`config.mk`:
```
export PLATFORM = sky130hd
export DESIGN_NAME = burst_wr_ctl
export DESIGN_NICKNAME = d
export VERILOG_FILES = /design/src/rtl/burst_wr_pkg.sv /design/src/rtl/bw_beat_ctr.sv /design/src/rtl/bw_wr_mask.sv /design/src/rtl/burst_wr_ctl.sv
export SDC_FILE = /design/constraint.sdc
export NUM_CORES = 1
export LEC_CHECK = 0
export ABC_CLOCK_PERIOD_IN_PS = 5100
export BUFFER_PORTS_ARGS = -buffer_cell sky130_fd_sc_hd__clkbuf_2
export CORE_ASPECT_RATIO = 2
export CORE_UTILIZATION = 54
export CTS_CLUSTER_SIZE = 8
export DETAILED_ROUTE_END_ITERATION = 6
export GPL_TIMING_DRIVEN = 0
export PLACE_DENSITY_LB_ADDON = 0.12
export SETUP_SLACK_MARGIN = 0.3
export SLEW_MARGIN = 0
export SYNTH_ARGS = -nofsm -noshare
export SYNTH_HDL_FRONTEND = slang
export SYNTH_SLANG_ARGS = --single-unit
```
`constraint.sdc`:
```
create_clock -name clk -period 5.1 [get_ports clk]
set_clock_uncertainty 0.2 [all_clocks]
set_input_delay 0.51 -clock clk [delete_from_list [all_inputs] [get_ports clk]]
set_output_delay 0.51 -clock clk [all_outputs]
set_load 0.02 [all_outputs]
```
`src/rtl/burst_wr_pkg.sv`:
```
package burst_wr_pkg;
  // Order of a beat inside the aligned 4-word block
  function automatic logic [1:0] beat_lsb(input logic [1:0] start,
                                          input logic [1:0] beat,
                                          input logic       ilv);
    logic [1:0] r;
    if (ilv) r = start ^ beat;
    else     r = start + beat;
    return r;
  endfunction

  typedef enum logic [1:0] {
    CYC_CONT  = 2'd0,
    CYC_CPU   = 2'd1,
    CYC_CACHE = 2'd2,
    CYC_DESEL = 2'd3
  } cyc_e;
endpackage

```
`src/rtl/bw_beat_ctr.sv`:
```
module bw_beat_ctr (
  input  logic       clk,
  input  logic       rst_n,
  input  logic       load,
  input  logic [1:0] lsb_ld,
  input  logic       adv,
  output logic [1:0] start_q,
  output logic [1:0] beat_nx
);
  logic [1:0] beat_q, beat_d, start_d;

  always_comb begin
    beat_d  = beat_q;
    start_d = start_q;
    if (load) begin
      beat_d  = 2'd0;
      start_d = lsb_ld;
    end else if (adv) begin
      beat_d = beat_q + 2'd1;
    end
  end

  assign beat_nx = beat_q + 2'd1;

  always_ff @(posedge clk or negedge rst_n) begin
    if (!rst_n) begin
      beat_q  <= 2'd0;
      start_q <= 2'd0;
    end else begin
      beat_q  <= beat_d;
      start_q <= start_d;
    end
  end


  beat_hold_chk: assert property (@(posedge clk) disable iff (!rst_n)
    (!load && !adv) |=> (beat_q == $past(beat_q)));
endmodule

```
`src/rtl/bw_wr_mask.sv`:
```
module bw_wr_mask #(
  parameter int NB = 4
) (
  input  logic          bwen_n,
  input  logic [NB-1:0] bsel_n,
  input  logic          gwr_n,
  output logic [NB-1:0] mask
);
  genvar g;
  generate
    for (g = 0; g < NB; g++) begin : g_byte
      assign mask[g] = !gwr_n || (!bwen_n && !bsel_n[g]);
    end
  endgenerate
endmodule

```
`src/rtl/burst_wr_ctl.sv`:
```
module burst_wr_ctl
  import burst_wr_pkg::*;
#(
  parameter int AW = 16,
  parameter int NB = 4
) (
  input  logic          clk,
  input  logic          rst_n,
  input  logic [AW-1:0] addr_i,
  input  logic          cpu_go_n,
  input  logic          cache_go_n,
  input  logic          sel_n,
  input  logic          step_n,
  input  logic          order_i,
  input  logic          bwen_n,
  input  logic [NB-1:0] bsel_n,
  input  logic          gwr_n,
  output logic [AW-1:0] arr_addr,
  output logic [NB-1:0] wr_bytes
);
  localparam int UW = AW - 2;

  cyc_e          kind;
  logic          load, adv;
  logic [1:0]    start_q, beat_nx;
  logic [NB-1:0] mask;
  logic [UW-1:0] up_q, up_d;
  logic          act_q, act_d;
  logic [AW-1:0] addr_q, addr_d;
  logic [NB-1:0] wr_q, wr_d;

  always_comb begin
    if (!sel_n && !cpu_go_n)        kind = CYC_CPU;
    else if (!sel_n && !cache_go_n) kind = CYC_CACHE;
    else if (sel_n && !cache_go_n)  kind = CYC_DESEL;
    else                            kind = CYC_CONT;
  end

  assign load = (kind == CYC_CPU) || (kind == CYC_CACHE);
  assign adv  = (kind == CYC_CONT) && act_q && !step_n;

  bw_beat_ctr u_ctr (
    .clk     (clk),
    .rst_n   (rst_n),
    .load    (load),
    .lsb_ld  (addr_i[1:0]),
    .adv     (adv),
    .start_q (start_q),
    .beat_nx (beat_nx)
  );

  bw_wr_mask #(.NB(NB)) u_mask (
    .bwen_n (bwen_n),
    .bsel_n (bsel_n),
    .gwr_n  (gwr_n),
    .mask   (mask)
  );

  always_comb begin
    up_d   = up_q;
    act_d  = act_q;
    addr_d = addr_q;
    wr_d   = '0;
    unique case (kind)
      CYC_CPU: begin
        up_d   = addr_i[AW-1:2];
        act_d  = 1'b1;
        addr_d = addr_i;
      end
      CYC_CACHE: begin
        up_d   = addr_i[AW-1:2];
        act_d  = 1'b1;
        addr_d = addr_i;
        wr_d   = mask;
      end
      CYC_DESEL: act_d = 1'b0;
      default: begin
        if (adv) addr_d = {up_q, beat_lsb(start_q, beat_nx, order_i)};
        if (act_q) wr_d = mask;
      end
    endcase
  end

  always_ff @(posedge clk or negedge rst_n) begin
    if (!rst_n) begin
      up_q   <= '0;
      act_q  <= 1'b0;
      addr_q <= '0;
      wr_q   <= '0;
    end else begin
      up_q   <= up_d;
      act_q  <= act_d;
      addr_q <= addr_d;
      wr_q   <= wr_d;
    end
  end

  assign arr_addr = addr_q;
  assign wr_bytes = wr_q;


  load_addr_chk: assert property (@(posedge clk) disable iff (!rst_n)
    (!sel_n && (!cpu_go_n || !cache_go_n)) |=> (arr_addr == $past(addr_i)));

  cpu_nowrite_chk: assert property (@(posedge clk) disable iff (!rst_n)
    (!sel_n && !cpu_go_n) |=> (wr_bytes == '0));

  addr_hold_chk: assert property (@(posedge clk) disable iff (!rst_n)
    (sel_n && cache_go_n && step_n) |=> $stable(arr_addr));

  gwr_all_chk: assert property (@(posedge clk) disable iff (!rst_n)
    (!sel_n && cpu_go_n && !cache_go_n && !gwr_n) |=> (wr_bytes == {NB{1'b1}}));

  desel_quiet_chk: assert property (@(posedge clk) disable iff (!rst_n)
    (sel_n && !cache_go_n) |=> (wr_bytes == '0));

  upper_keep_chk: assert property (@(posedge clk) disable iff (!rst_n)
    (cpu_go_n && cache_go_n) |=> (arr_addr[AW-1:2] == $past(arr_addr[AW-1:2])));
endmodule

```
# Word-level counts from Yosys, hierarchy flattened
# Index checks and enable logic that the tools add are counted.
[op_classes] n_addsub=2 eq_ne=3 mux=11 bitwise=2 n_reduce_logical=31
[ops] op="$pmux 16 s2" count=1
[ops] op="$mux 16" count=1
[ops] op="$mux 2" count=6
[ops] op="$logic_not 1->1" count=10
[ops] op="$logic_and 1x1->1" count=9
[ops] op="$pmux 4 s2" count=1
[ops] op="$reduce_bool 2->1" count=3
[ops] op="$logic_or 1x1->1" count=5
[ops] op="$eq 2x2->1 const B" count=2
[ops] op="$mux 4" count=1
[ops] op="$reduce_or 2->1" count=2
[ops] op="$add 2x1->2 const B" count=1
[ops] op="$add 2x2->2" count=1
[ops] op="$eq 2x1->1 const B" count=1
[ops] op="$logic_not 2->1" count=1
[ops] op="$pmux 1 s2" count=1
[ops] op="$reduce_and 2->1" count=1
[ops] op="$xor 2x2->2" count=1
[ops] op="$not 1->1" count=1
[totals] register_bits=39 inputBits=29 output_inout_bits=20 elab_cells=55

# Longest topological paths before layout
[depth] depth_word=10 depth_mapped=6 depth_no_buf=6

# By module
# From an unflattened synthesis, not the netlist that was laid out.
[unflattened] hier_cells=105 hier_area_um2=1605.3
[modules_own_cells] module="burst_wr_ctl" instances=1 cells_each=88 area_per_inst_um2=1415.1 seq_area_each_um2=875.8
[modules_own_cells] module="bw_beat_ctr" instances=1 cells_each=13 area_per_inst_um2=170.2 seq_area_each_um2=100.1
[modules_own_cells] module="bw_wr_mask" instances=1 cells_each=4 area_per_inst_um2=20.0 seq_area_each_um2=0.0

# Worst setup path after synthesis
# Ideal clock, no wire load.
[synth_path] kind="in2reg" from="input port cache_go_n" to="register addr_q[11], in the netlist arr_addr[11]" setup_ps=125 arrival_time_ps=1531 required_time_ps=4775 setup_slack_ps=3244 stages=4 n_path_buf=1 cell_sequence="a21oi_2 > buf_2 > mux2_2 > mux2_2"
[synth_via] word_cells_on_any_way=17 cone_classes="eq/ne (3); mux (4); bitwise (1); reduce/logical (9)"
[synth_rtl] item="start, declared" line_no="burst_wr_ctl.sv:11" text="input logic cache_go_n,"
[synth_rtl] item="$logic_not 1->1 (*)" line_no="burst_wr_ctl.sv:34, burst_wr_ctl.sv:35"
[synth_rtl] item="$logic_and 1x1->1" line_no="burst_wr_ctl.sv:35" text="else if (sel_n && !cache_go_n) kind = CYC_DESEL;"
[synth_rtl] item="$mux 2" line_no="burst_wr_ctl.sv:35"
[synth_rtl] item="$mux 2 (*)" line_no="burst_wr_ctl.sv:34" text="else if (!sel_n && !cache_go_n) kind = CYC_CACHE;"
[synth_rtl] item="$mux 2 (*)" line_no="burst_wr_ctl.sv:33" text="if (!sel_n && !cpu_go_n) kind = CYC_CPU;"
[synth_rtl] item="$eq 2x1->1 / $eq 2x2->1 (equally long branches)" line_no="burst_wr_ctl.sv:64" text="unique case (kind)"
[synth_rtl] item="$reduce_or 2->1 (no line)"
[synth_rtl] item="$pmux 16 s2 (*)" line_no="burst_wr_ctl.sv:64"
[synth_rtl] item="net addr_d[11]" line_no="burst_wr_ctl.sv:29" text="logic [AW-1:0] addr_q, addr_d;"
[synth_rtl] item="end signal, assigned" line_no="burst_wr_ctl.sv:93" text="addr_q <= addr_d;"
[synth_rtl] item="end, declared" line_no="burst_wr_ctl.sv:29"
# The timed path passes the listed nets; every way through them passes the cells marked *.
# A chain may end at the register's enable or synchronous reset.

# Worst setup path in the final report
[layout_path] from="input port cache_go_n" to="register addr_q[10], in the netlist arr_addr[10]"
# The elaborated chain is that of the path after synthesis.

==> run_results.csv <==
group,metric,value,unit
timing,slew_headroom,38.7,%
logic_synthesis,async_reset_ff_share,100,%
worst_setup_path,cpMaxStageDelayCell,"mux2_2",
grt,grt_pass1_vias,1084,
logic_synthesis,yosysTopAreaCellShare,61.0,%
placement,dp_hpwl,1.96,mm
timing,setup_violations,0,
timing,post-route-min-period,1.85,ns
logic_synthesis,syn_nets,138,
grt,grt_first_pass_wirelength,4.51,mm
cts,clkSinkCount,39,
logic_synthesis,syn_area,1600,sq um
logic_synthesis,ys.warnings.count,0,
cts,cts_tree,"built",
run,cap_viol_max_count,0,
cts,ctsResizeCount,0,
logic_synthesis,synth_cells,108,
cts,insertion_delay,0.29,ns
worst_setup_path,path_cells,"clkbuf_2 -> a21oi_2 -> buf_2 -> mux2_2 -> mux2_4",
cts,postCtsSetupBuffers,0,
logic_synthesis,dominantRegCellSynth,"dfrtp_1",
worst_setup_path,worstSetupStartpointType,"input port",
timing,tightest_slew,0.919,ns
timing,rsz0062_at_grt,"false",
drt,drtAntennaViolNets,0,
cts,cts_hold_buf,0,
drt,wl_per_cell,14.1,um
timing,max_freq,0.542,GHz
die,die_x,40.5,um
cts,cts_buffers,5,
cts,root_buffer,"clkbuf_8",
logic_synthesis,yosysTopAreaCell,"dfrtp_1",
cts,cts_buffer_depth,2,
layout,drive_above_1_share,55.5,%
grt,antenna_found_initial,0,
layout,layout.nets,193,
die,core_area,2770,sq um
die,initial_utilization,57.7,%
worst_setup_path,cp.required,5.07,ns
worst_setup_path,crit_type,"in -> reg",
timing,final_hold_viol_count,0,
timing,drv_slew,0,
timing,setup_tns,0,ns
worst_setup_path,crit_path_end_kind,"flop",
outcome,status,"finished clean",
grt,overflow,0,
timing,post-route-period-util,36.2,%
logic_synthesis,seq_area_frac_synth,61.0,%
placement,globalplace.congestion,0.694,
logic_synthesis,synth_edf_count,0,
pwr,peakVddDrop,0.320,mV
cts,path_clk_slew,0.08,ns
worst_setup_path,cpPeakStageDelay,0.38,ns
grt,grt_max_degree,40,
placement,portBuffers,48,
pwr,power.density,432,nW/um^2
cts,cts_htree_levels,2,
logic_synthesis,synth.area.top_cells,"dfrtp_1 (61%), mux2_2 (15%), mux2_4 (6.6%)",
worst_setup_path,crit_arrival,1.82,ns
drt,drcViolationCount,0,
layout,fin_util,72.5,%
drt,vias,989,
die,fp.dieH,79.0,um
die,fp.dieArea,3200,sq um
drt,drt_first_pass_iters,3,
die,num_rows,27,
drt,routed_via_density,5.12,
drt,routed_wl,2.72,mm
hold_path,min_path_type,"in -> async",
drt,dr.first_iter.drc_count,7,
worst_setup_path,cp_max_fo,10,
grt,track_usage,20.9,%
logic_synthesis,ys_ff_latch,39,
logic_synthesis,synth.distinct_cells,24,
layout,area_growth,25.6,%
logic_synthesis,avgSynthCellArea,14.8,sq um
layout,num_antenna_cells,0,
die,io_pins,49,
pwr,p_leak,0.000991,uW
## stage by stage
step,std cells,hold slack [ns],power (uW),worst slack [ns],instance area [sq um]
6_report,193,0.141,867,3.25,2010
3_3_place_gp,185,0.276,564,2.99,1880
4_1_cts,193,0.173,878,3.22,2010
5_1_grt,193,0.224,909,3.15,2010
2_1_floorplan,108,0.0144,507,3.24,1600
3_5_place_dp,185,0.284,573,2.91,1880
## layout by cell type, fill, tap and decap left out
cell type and count:
clkbuf_2 48, dfrtp_1 39, mux2_2 22, mux2_4 7, o21ai_0 6, clkbuf_8 5, inv_1 4, and2_1 4
xnor2_1 3, nor2_1 3, buf_2 2, a21oi_1 2, xor2_1 2, nand2_1 2, bufinv_16 2, a21oi_2 1
o22ai_1 1, a21o_2 1, and3b_4 1, or2_1 1, buf_6 1, buf_12 1, nand2b_1 1, or2b_1 1
o21a_1 1, mux2i_1 1, ha_1 1, clkbuf_1 1
## cells in the mapped netlist, types with 2 or more instances
library cell,instances
a21oi_1,2
and2_1,4
o21ai_0,6
inv_1,4
dfrtp_1,39
mux2_2,22
nand2_1,2
xnor2_1,3
mux2_4,7
nor2_1,3
xor2_1,2
buf_2,2
## layout make-up
cell class              count  area [sq um]
flip-flops and latches     39           976
clock buffers               6          72.6
clock inverters             2          60.1
fillers                   204           762
inverters                   4          15.0
plain buffers               4          41.3
repair buffers             48           240
well taps                  29          36.3
multi-input cells          61           567
## layer usage
layer / GRT usage [%] / vias up / share of wire, %
met4: 13.0 / 0 / 2.6
li1: - / 475 / -
met5: 0 / - / 0
met3: 6.70 / 4 / 4.8
met1: 21.2 / 481 / 39
met2: 34.0 / 29 / 54
## registers in the layout (all words and copies together), names as in the netlist
register / flops
up_q: 14
arr_addr: 16
act_q: 1
u_ctr.beat_q: 2
u_ctr.start_q: 2
wr_bytes: 4
## logic make-up after synthesis
| kind of cell | synth area share, % |
|---|---|
| xor gates and xnor gates | 2.74 |
| muxes | 22.7 |
| and+or+nand+nor | 4.77 |
| adders and majority gates | 0.782 |
| buffers and inverters | 3.52 |
| AOI/OAI and AO/OA | 4.46 |
| DFF | 61.0 |
## power breakdown
part | switching [uW] | total [uW] | internal, uW
clock | 106 | 302 | 196
combinational | 95.3 | 184 | 88.6
sequential | 23.3 | 382 | 358
total | 225 | 867 | 643
## worst max-delay path: cells and delay by family
family / cells / cell delay [ns]
mux: 2 / 0.65
buf+inv: 2 / 0.41
compound gates: 1 / 0.24
## worst paths after layout
kind | from | end | slack (ns) | cells past startpoint
max reg2reg | act_q$_DFFE_PN0P_ | arr_addr[10]$_DFFE_PN0P_ | 3.36 | 5
max | cache_go_n | arr_addr[10]$_DFFE_PN0P_ | 3.25 | 5
min reg2reg | up_q[9]$_DFFE_PN0N_ | up_q[9]$_DFFE_PN0N_ | 0.30 | 1
max in group asynchronous | rst_n | up_q[9]$_DFFE_PN0N_ | 3.99 | 1
min | rst_n | up_q[3]$_DFFE_PN0N_ | 0.14 | 1
min in group clk | addr_i[14] | up_q[12]$_DFFE_PN0N_ | 0.27 | 2
(Power assumes the default switching activity.)
